--- config.mk ---
export PLATFORM = sky130hd
export DESIGN_NAME = ctrl_ep_engine
export DESIGN_NICKNAME = d
export VERILOG_FILES = /design/src/rtl/ctrl_ep_pkg.sv /design/src/rtl/ctrl_ep_decide.sv /design/src/rtl/ctrl_ep_flag_bank.sv /design/src/rtl/ctrl_ep_engine.sv
export SDC_FILE = /design/constraint.sdc
export NUM_CORES = 1
export LEC_CHECK = 0
export BUFFER_PORTS_ARGS = -buffer_cell sky130_fd_sc_hd__buf_2
export CAP_MARGIN = 10
export CORE_MARGIN = 2
export CORE_UTILIZATION = 42
export CTS_CLUSTER_SIZE = 10
export DETAILED_ROUTE_END_ITERATION = 7
export PLACE_DENSITY = 0.88
export SLEW_MARGIN = 0
export SYNTH_ARGS = -nofsm -noshare
export SYNTH_HDL_FRONTEND = slang
export SYNTH_SLANG_ARGS = --single-unit
--- constraint.sdc ---
create_clock -name clk -period 1.7 [get_ports clk]
set_clock_uncertainty 0.1 [all_clocks]
set_input_delay 0.255 -clock clk [delete_from_list [all_inputs] [get_ports clk]]
set_output_delay 0.255 -clock clk [all_outputs]
set_load 0.02 [all_outputs]
--- src/rtl/ctrl_ep_pkg.sv ---
// Shared encodings for the control endpoint handshake engine.
package ctrl_ep_pkg;
    localparam int NUM_FLAGS = 4;
    localparam int HS_W      = 3;
    localparam int KIND_W    = 2;
    localparam int BANK_W    = 2;

    // Flag positions (firmware decodes them).
    localparam int F_SETUP = 0;
    localparam int F_OUT   = 1;
    localparam int F_INRDY = 2;
    localparam int F_NAKIN = 3;

    // Reset value of the flag vector: only the IN bank is free.
    localparam logic [NUM_FLAGS-1:0] FLAG_RST = 4'b0100;

    typedef enum logic [KIND_W-1:0] {
        EV_IDLE  = 2'b00,
        EV_SETUP = 2'b01,
        EV_OUT   = 2'b10,
        EV_IN    = 2'b11
    } evt_e;

    typedef enum logic [HS_W-1:0] {
        HS_NONE  = 3'd0,
        HS_ACK   = 3'd1,
        HS_NAK   = 3'd2,
        HS_STALL = 3'd3,
        HS_DATA  = 3'd4
    } hs_e;
endpackage

--- src/rtl/ctrl_ep_decide.sv ---
// Handshake decision for one event.
// Purely combinational; assumes flags and stall are the registered state
// seen before the event. Retry (NAK) outranks stall; SETUP bypasses both.
module ctrl_ep_decide
    import ctrl_ep_pkg::*;
(
    input  logic                 evt_valid,
    input  logic [KIND_W-1:0]    evt_kind,
    input  logic [NUM_FLAGS-1:0] flags_q,
    input  logic                 stall_q,
    output logic                 hs_fire,
    output logic [HS_W-1:0]      hs_next,
    output logic [NUM_FLAGS-1:0] flag_set,
    output logic                 setup_seen
);
    evt_e kind;
    assign kind = evt_e'(evt_kind);

    // Choose the handshake and the flags the event raises.
    always_comb begin
        hs_fire    = 1'b0;
        hs_next    = HS_NONE;
        flag_set   = '0;
        setup_seen = 1'b0;
        if (evt_valid) begin
            unique case (kind)
                EV_SETUP: begin
                    hs_fire           = 1'b1;
                    hs_next           = HS_ACK;
                    flag_set[F_SETUP] = 1'b1;
                    setup_seen        = 1'b1;
                end
                EV_OUT: begin
                    hs_fire = 1'b1;
                    if (flags_q[F_OUT]) begin
                        hs_next = HS_NAK;
                    end else if (stall_q) begin
                        hs_next = HS_STALL;
                    end else begin
                        hs_next         = HS_ACK;
                        flag_set[F_OUT] = 1'b1;
                    end
                end
                EV_IN: begin
                    hs_fire = 1'b1;
                    if (flags_q[F_INRDY]) begin
                        hs_next           = HS_NAK;
                        flag_set[F_NAKIN] = 1'b1;
                    end else if (stall_q) begin
                        hs_next = HS_STALL;
                    end else begin
                        hs_next           = HS_DATA;
                        flag_set[F_INRDY] = 1'b1;
                    end
                end
                default: ;
            endcase
        end
    end
endmodule

--- src/rtl/ctrl_ep_flag_bank.sv ---
// Firmware-visible flags with interrupt enables.
// Hardware set wins over a firmware clear in the same cycle.
// Assumes synchronous active-low reset.
module ctrl_ep_flag_bank
    import ctrl_ep_pkg::*;
#(
    parameter int                 N       = NUM_FLAGS,
    parameter logic [N-1:0]       RST_VAL = FLAG_RST
) (
    input  logic         clk,
    input  logic         rst_n,
    input  logic [N-1:0] hw_set,
    input  logic         clr_wr,
    input  logic [N-1:0] clr_mask,
    input  logic         ien_wr,
    input  logic [N-1:0] ien_data,
    output logic [N-1:0] flags_q,
    output logic [N-1:0] ien_q,
    output logic         irq
);
    logic [N-1:0] clr_vec;
    assign clr_vec = clr_wr ? clr_mask : '0;

    for (genvar i = 0; i < N; i++) begin : g_flag
        // One flag: set has priority over clear.
        always_ff @(posedge clk) begin
            if (!rst_n)          flags_q[i] <= RST_VAL[i];
            else if (hw_set[i])  flags_q[i] <= 1'b1;
            else if (clr_vec[i]) flags_q[i] <= 1'b0;
        end
    end

    // Interrupt-enable register.
    always_ff @(posedge clk) begin
        if (!rst_n)      ien_q <= '0;
        else if (ien_wr) ien_q <= ien_data;
    end

    assign irq = |(flags_q & ien_q);
endmodule

--- src/rtl/ctrl_ep_engine.sv ---
// Top of the control endpoint handshake engine.
// Registers one handshake per event, keeps the stall request, and exposes
// an inert bank-control readback. Synchronous active-low reset.
module ctrl_ep_engine
    import ctrl_ep_pkg::*;
(
    input  logic                 clk,
    input  logic                 rst_n,
    input  logic                 evt_valid,
    input  logic [KIND_W-1:0]    evt_kind,
    input  logic                 fw_clr_wr,
    input  logic [NUM_FLAGS-1:0] fw_clr_mask,
    input  logic                 fw_stall_set,
    input  logic                 fw_stall_clr,
    input  logic                 fw_ien_wr,
    input  logic [NUM_FLAGS-1:0] fw_ien_data,
    input  logic                 fw_bank_wr,
    input  logic [BANK_W-1:0]    fw_bank_data,
    output logic                 hs_valid,
    output logic [HS_W-1:0]      hs_code,
    output logic [NUM_FLAGS-1:0] flags,
    output logic [NUM_FLAGS-1:0] ien,
    output logic                 stall_req,
    output logic [BANK_W-1:0]    bank_ctl_rd,
    output logic                 irq
);
    logic                 hs_fire;
    logic [HS_W-1:0]      hs_next;
    logic [NUM_FLAGS-1:0] flag_set;
    logic                 setup_seen;
    logic                 stall_q;
    logic [NUM_FLAGS-1:0] flags_q;

    ctrl_ep_decide u_decide (
        .evt_valid  (evt_valid),
        .evt_kind   (evt_kind),
        .flags_q    (flags_q),
        .stall_q    (stall_q),
        .hs_fire    (hs_fire),
        .hs_next    (hs_next),
        .flag_set   (flag_set),
        .setup_seen (setup_seen)
    );

    ctrl_ep_flag_bank #(.N(NUM_FLAGS), .RST_VAL(FLAG_RST)) u_flags (
        .clk      (clk),
        .rst_n    (rst_n),
        .hw_set   (flag_set),
        .clr_wr   (fw_clr_wr),
        .clr_mask (fw_clr_mask),
        .ien_wr   (fw_ien_wr),
        .ien_data (fw_ien_data),
        .flags_q  (flags_q),
        .ien_q    (ien),
        .irq      (irq)
    );

    // Stall request: SETUP clears it, otherwise firmware set beats clear.
    always_ff @(posedge clk) begin
        if (!rst_n)            stall_q <= 1'b0;
        else if (setup_seen)   stall_q <= 1'b0;
        else if (fw_stall_set) stall_q <= 1'b1;
        else if (fw_stall_clr) stall_q <= 1'b0;
    end

    // Handshake output register: one-cycle pulse after each event.
    always_ff @(posedge clk) begin
        if (!rst_n) begin
            hs_valid <= 1'b0;
            hs_code  <= HS_NONE;
        end else begin
            hs_valid <= hs_fire;
            hs_code  <= hs_fire ? hs_next : HS_NONE;
        end
    end

    // Bank-control fields are meaningless here; writes are dropped.
    logic unused_bank_write;
    assign unused_bank_write = fw_bank_wr ^ (^fw_bank_data);
    assign bank_ctl_rd       = '0;

    assign flags     = flags_q;
    assign stall_req = stall_q;
endmodule

; Word-level counts from Yosys, hierarchy flattened
; Cells that the tools add are included.
; W data, S select, Z words.
[word_totals]
register_bits = 13
latch_bits = 0
ramBits = 0
rom_bits = 0
inputBits = 20
out_inout_bits = 16
word_cells = 47
memories = 0
[classes]
n_addsub = 0
n_mul = 0
div_mod_pow = 0
n_lt_le_gt_ge = 0
eq_ne = 3
n_shift = 0
n_mux = 25
bitwise = 2
reduce_logical = 9
[ops]
columns = op, count
row1 = $mux W1, 17
row2 = $pmux W3 S3, 1
row3 = $mux W4, 2
row4 = $reduce_bool A2 Y1, 4
row5 = $mux W2, 3
row6 = $mux W3, 2
row7 = $and A4 B4 Y4, 1
row8 = $eq A2 B2 Y1 const B, 2
row9 = $reduce_or A2 Y1, 2
row10 = $reduce_or A4 Y1, 1
row11 = $reduce_and A3 Y1, 1
row12 = $reduce_or A3 Y1, 1
row13 = $eq A2 B1 Y1 const B, 1
row14 = $not A1 Y1, 1

; Longest topological paths before layout
[logic_depth]
depth_word = 5
mapped_depth = 3
ltp_nobuf = 2

; Modules after synthesis
; A second synthesis with hierarchy kept.
[hier_totals]
hier_cells = 64
area_unflattened_um2 = 578.1
[modules_own_cells]
columns = module, instances, cells_each, area_per_inst_um2, seq_area_each_um2
row1 = ctrl_ep_flag_bank, 1, 32, 300.3, 160.2
row2 = ctrl_ep_engine, 1, 15, 163.9, 100.1
row3 = ctrl_ep_decide, 1, 17, 113.9, 0.0

; Worst setup path after synthesis
; Ideal clock, no wire load.
[synth_timing]
kind = reg2out
from = register u_flags.flags_q[1]
to = output port irq
arrival_ps = 790
required_ps = 1345
path_slack_ps = 555
path_stages_with_launch = 3
path_buffers = 0
path_cell_list = dfxtp_1 -> a22oi_1 -> nand2_1
[synth_between]
elab_chain_cells = 2
[synth_lines]
columns = item, line_no
row1 = start: declaration, ctrl_ep_flag_bank.sv:17  ; output logic [N-1:0] flags_q,
row2 = start signal: indexed assignment, ctrl_ep_flag_bank.sv:27  ; if (!rst_n) flags_q[i] <= RST_VAL[i];
row3 = $and A4 B4 Y4, ctrl_ep_flag_bank.sv:39  ; assign irq = |(flags_q & ien_q);
row4 = $reduce_or A4 Y1, ctrl_ep_flag_bank.sv:39
row5 = end: declaration, ctrl_ep_engine.sv:25  ; output logic irq
; No other way between the ends.

; Worst setup path in the final report
[layout_timing]
from = register u_flags.flags_q[2]
to = output port irq
; Same word-level chain as after synthesis.

==> flow_metrics.py <==
metrics = {
    "outcome": {
        "status": "complete, no violations",
    },
    "timing": {
        "hold_ws_ns": 0.124,
        "slew_violations": 0,
        "rsz0062_at_grt": "false",
        "finalHoldViolations": 0,
        "post-route-period-util": 0.828,
        "min_period_ns": 1.41,
        "fmax_ghz": 0.711,
        "finalSetupTns_ns": 0,
        "setup-violations-final": 0,
    },
    "clock_tree": {
        "h-tree-depth": 1,
        "cts_max_path_buffers": 2,
        "post_cts_buffers": 0,
        "clk_pin_slew_ns": 0.08,
        "cts_hold_buf": 0,
        "cts_root_buf": "clkbuf_4",
        "clock_latency_ns": 0.26,
        "cts_resized": 0,
        "cts_tree": "done",
        "numCtsBuffers": 3,
        "cts.sinks": 13,
    },
    "setup_path": {
        "worstReg2RegStart": "u_flags.flags_q[2]$_SDFFE_PP1P_",
        "crit_path_start_kind": "register",
        "rr_worst_depth": 2,
        "crit_required_ns": 1.34,
        "end_kind": "output pin",
        "cpMaxStageDelayCell": "dfxtp_1",
        "cp_cell_sequence": "a22oi_1 > nand2_1 > buf_2",
        "crit_start": "u_flags.flags_q[2]$_SDFFE_PP1P_",
        "r2r_end": "u_flags.flags_q[2]$_SDFFE_PP1P_",
        "arrival_ns": 1.05,
        "crit_path_end": "irq",
        "rrSetupSlack_ns": 0.61,
        "crit_fanout": 7,
        "max_stage_delay_ns": 0.38,
        "path_class": "register to output pin",
    },
    "final_layout": {
        "diodes": 0,
        "fin_cells": 103,
        "fin_nets": 109,
        "area_delta_synth_final_pct": 29.8,
        "drive_gt1_frac": 0.443,
        "fin_area_um2": 731,
    },
    "floorplan": {
        "dieArea_um2": 1650,
        "initial_utilization": 0.444,
        "fp.dieH_um": 40.6,
        "core.rowCount": 13,
        "core_area_um2": 1270,
        "die_w_um": 40.6,
        "ios": 36,
    },
    "route": {
        "post-route-drc-count": 0,
        "via_count": 504,
        "vias_per_cell": 4.89,
        "wl_per_cell_um": 11.3,
        "drtPass1Iterations": 4,
        "drt-total-wl_mm": 1.17,
        "final_antenna_net_count": 0,
        "drt_iter0_drc": 8,
    },
    "synth": {
        "yosys.cell_count.top_type": "dfxtp_1",
        "async_flop_share": 0,
        "ys_top_cells_by_count": "13 x dfxtp_1, 7 x nor2_1, 4 x mux2i_1, 4 x nand2_1",
        "synth.avg_cell_area_um2": 9.88,
        "syn-cell-area_um2": 563,
        "ys_ff_latch": 13,
        "synth_area_leaders": "dfxtp_1 46%, mux2i_1 7.1%, nor2_1 4.7%",
        "yosys.area.top_type_share": 0.462,
        "yosysWarnings": 0,
        "synthFlopType": "dfxtp_1",
        "postSynthCellCount": 57,
        "ys_types": 27,
        "synth.largest_area_cell": "dfxtp_1",
        "yosysSeqAreaShare": 0.462,
        "synth_edf_count": 0,
    },
    "min_path": {
        "hp-start": "fw_ien_data[2]",
        "hold_class": "input pin to register",
    },
    "grt": {
        "grtUsageTotal": 0.162,
        "grt-ovfl-total": 0,
        "grt_pass1_wl_mm": 1.69,
        "grt_pass1_vias": 411,
        "antenna_found_initial": 0,
        "grt_max_degree": 9,
    },
    "placement": {
        "dp_hpwl_um": 922,
        "routabilityCongestion": 0.704,
        "place.port_buffers": 30,
        "dp_cells": 99,
        "dpl_cell_area_um2": 704,
    },
    "power_and_ir_drop": {
        "vdd_drop_max_mv": 0.405,
        "power_density_nw_per_um2": 855,
        "p_leak_nw": 0.395,
    },
    "job": {
        "max_cap_violations": 0,
    },
}
==> cell families (layout without fill, tap and decap cells) <==
kind of cell	after synthesis	after routing	synth area share
AO/OA/AOI/OAI	11	11	0.173
buffers and inverters	6	36	0.0689
flip-flops	13	13	0.462
multiplexers	5	5	0.0978
other	1	2	0.00666
AND/OR/NAND/NOR	21	21	0.191
==> worst min path at each step <==
stage,endpoint,slack [ns],cells past startpoint
floorplan,hs_valid$_SDFF_PN0_,0.27,2
global placement,u_flags.ien_q[1]$_SDFFE_PN0P_,0.40,3
detailed placement,u_flags.ien_q[2]$_SDFFE_PN0P_,0.40,3
CTS,u_flags.ien_q[2]$_SDFFE_PN0P_,0.12,3
global route,u_flags.ien_q[2]$_SDFFE_PN0P_,0.12,3
finish,u_flags.ien_q[2]$_SDFFE_PN0P_,0.12,3
==> critical path, delay by kind of cell, from the launching register on <==
kind | cells | cell delay (ns)
buffers and inverters | 1 | 0.16
AOI/OAI and AO/OA | 1 | 0.19
and+or+nand+nor | 1 | 0.07
DFF | 1 | 0.38
==> per-layer routing <==
layer,track usage,share of wire,vias up
met5,0,0,-
met4,0.100,0.0060,0
met3,0.0326,0.058,2
met2,0.262,0.50,15
met1,0.195,0.43,230
li1,-,-,257
==> state kept, by name, summed over array words and instances (netlist names) <==
| signal | cells |
|---|---|
| u_flags.flags_q | 4 |
| u_flags.ien_q | 4 |
| hs_code | 3 |
| stall_req | 1 |
| hs_valid | 1 |
==> layout by cell type (no fill, tap or decap) <==
cell      count
dfxtp_1      13
a22oi_1       2
o21a_1        1
nand4_1       1
nand2_1       4
o211a_1       1
and2_2        1
inv_1         2
clkbuf_4      3
nor3_1        1
nand2b_1      1
a21bo_2       2
nor2b_1       1
conb_1        2
mux2_4        1
nor2_1        7
a32o_1        1
clkbuf_1      1
or2b_1        1
a221o_1       1
and3_1        2
nand3b_1      1
mux2i_1       4
a21oi_1       2
buf_2        30
and3_2        1
a221oi_2      1
==> report_power, final <==
part	internal (W)	leakage, nW	switching, W
clock	0.0000906	0.0150	0.0000899
sequential	0.000320	0.107	0.0000131
combinational	0.0000489	0.273	0.0000621
==> layout make-up <==
class | instances | area, um^2
clock buffer | 4 | 26.3
multi-input combinational | 39 | 268
sequential | 13 | 260
inverter | 2 | 7.51
tap | 15 | 18.8
timing repair buffer | 30 | 150
fill | 119 | 538
==> per-stage QoR <==
stage | util | total power (W) | worst slack, ns
2_1_floorplan | - | 0.000411 | 0.555
3_3_place_gp | 0.555 | 0.000449 | 0.590
3_5_place_dp | 0.555 | 0.000452 | 0.575
4_1_cts | 0.576 | 0.000633 | 0.280
5_1_grt | 0.576 | 0.000660 | 0.184
6_report | 0.576 | 0.000625 | 0.293
No activity file was read; power rests on OpenSTA's default activity.
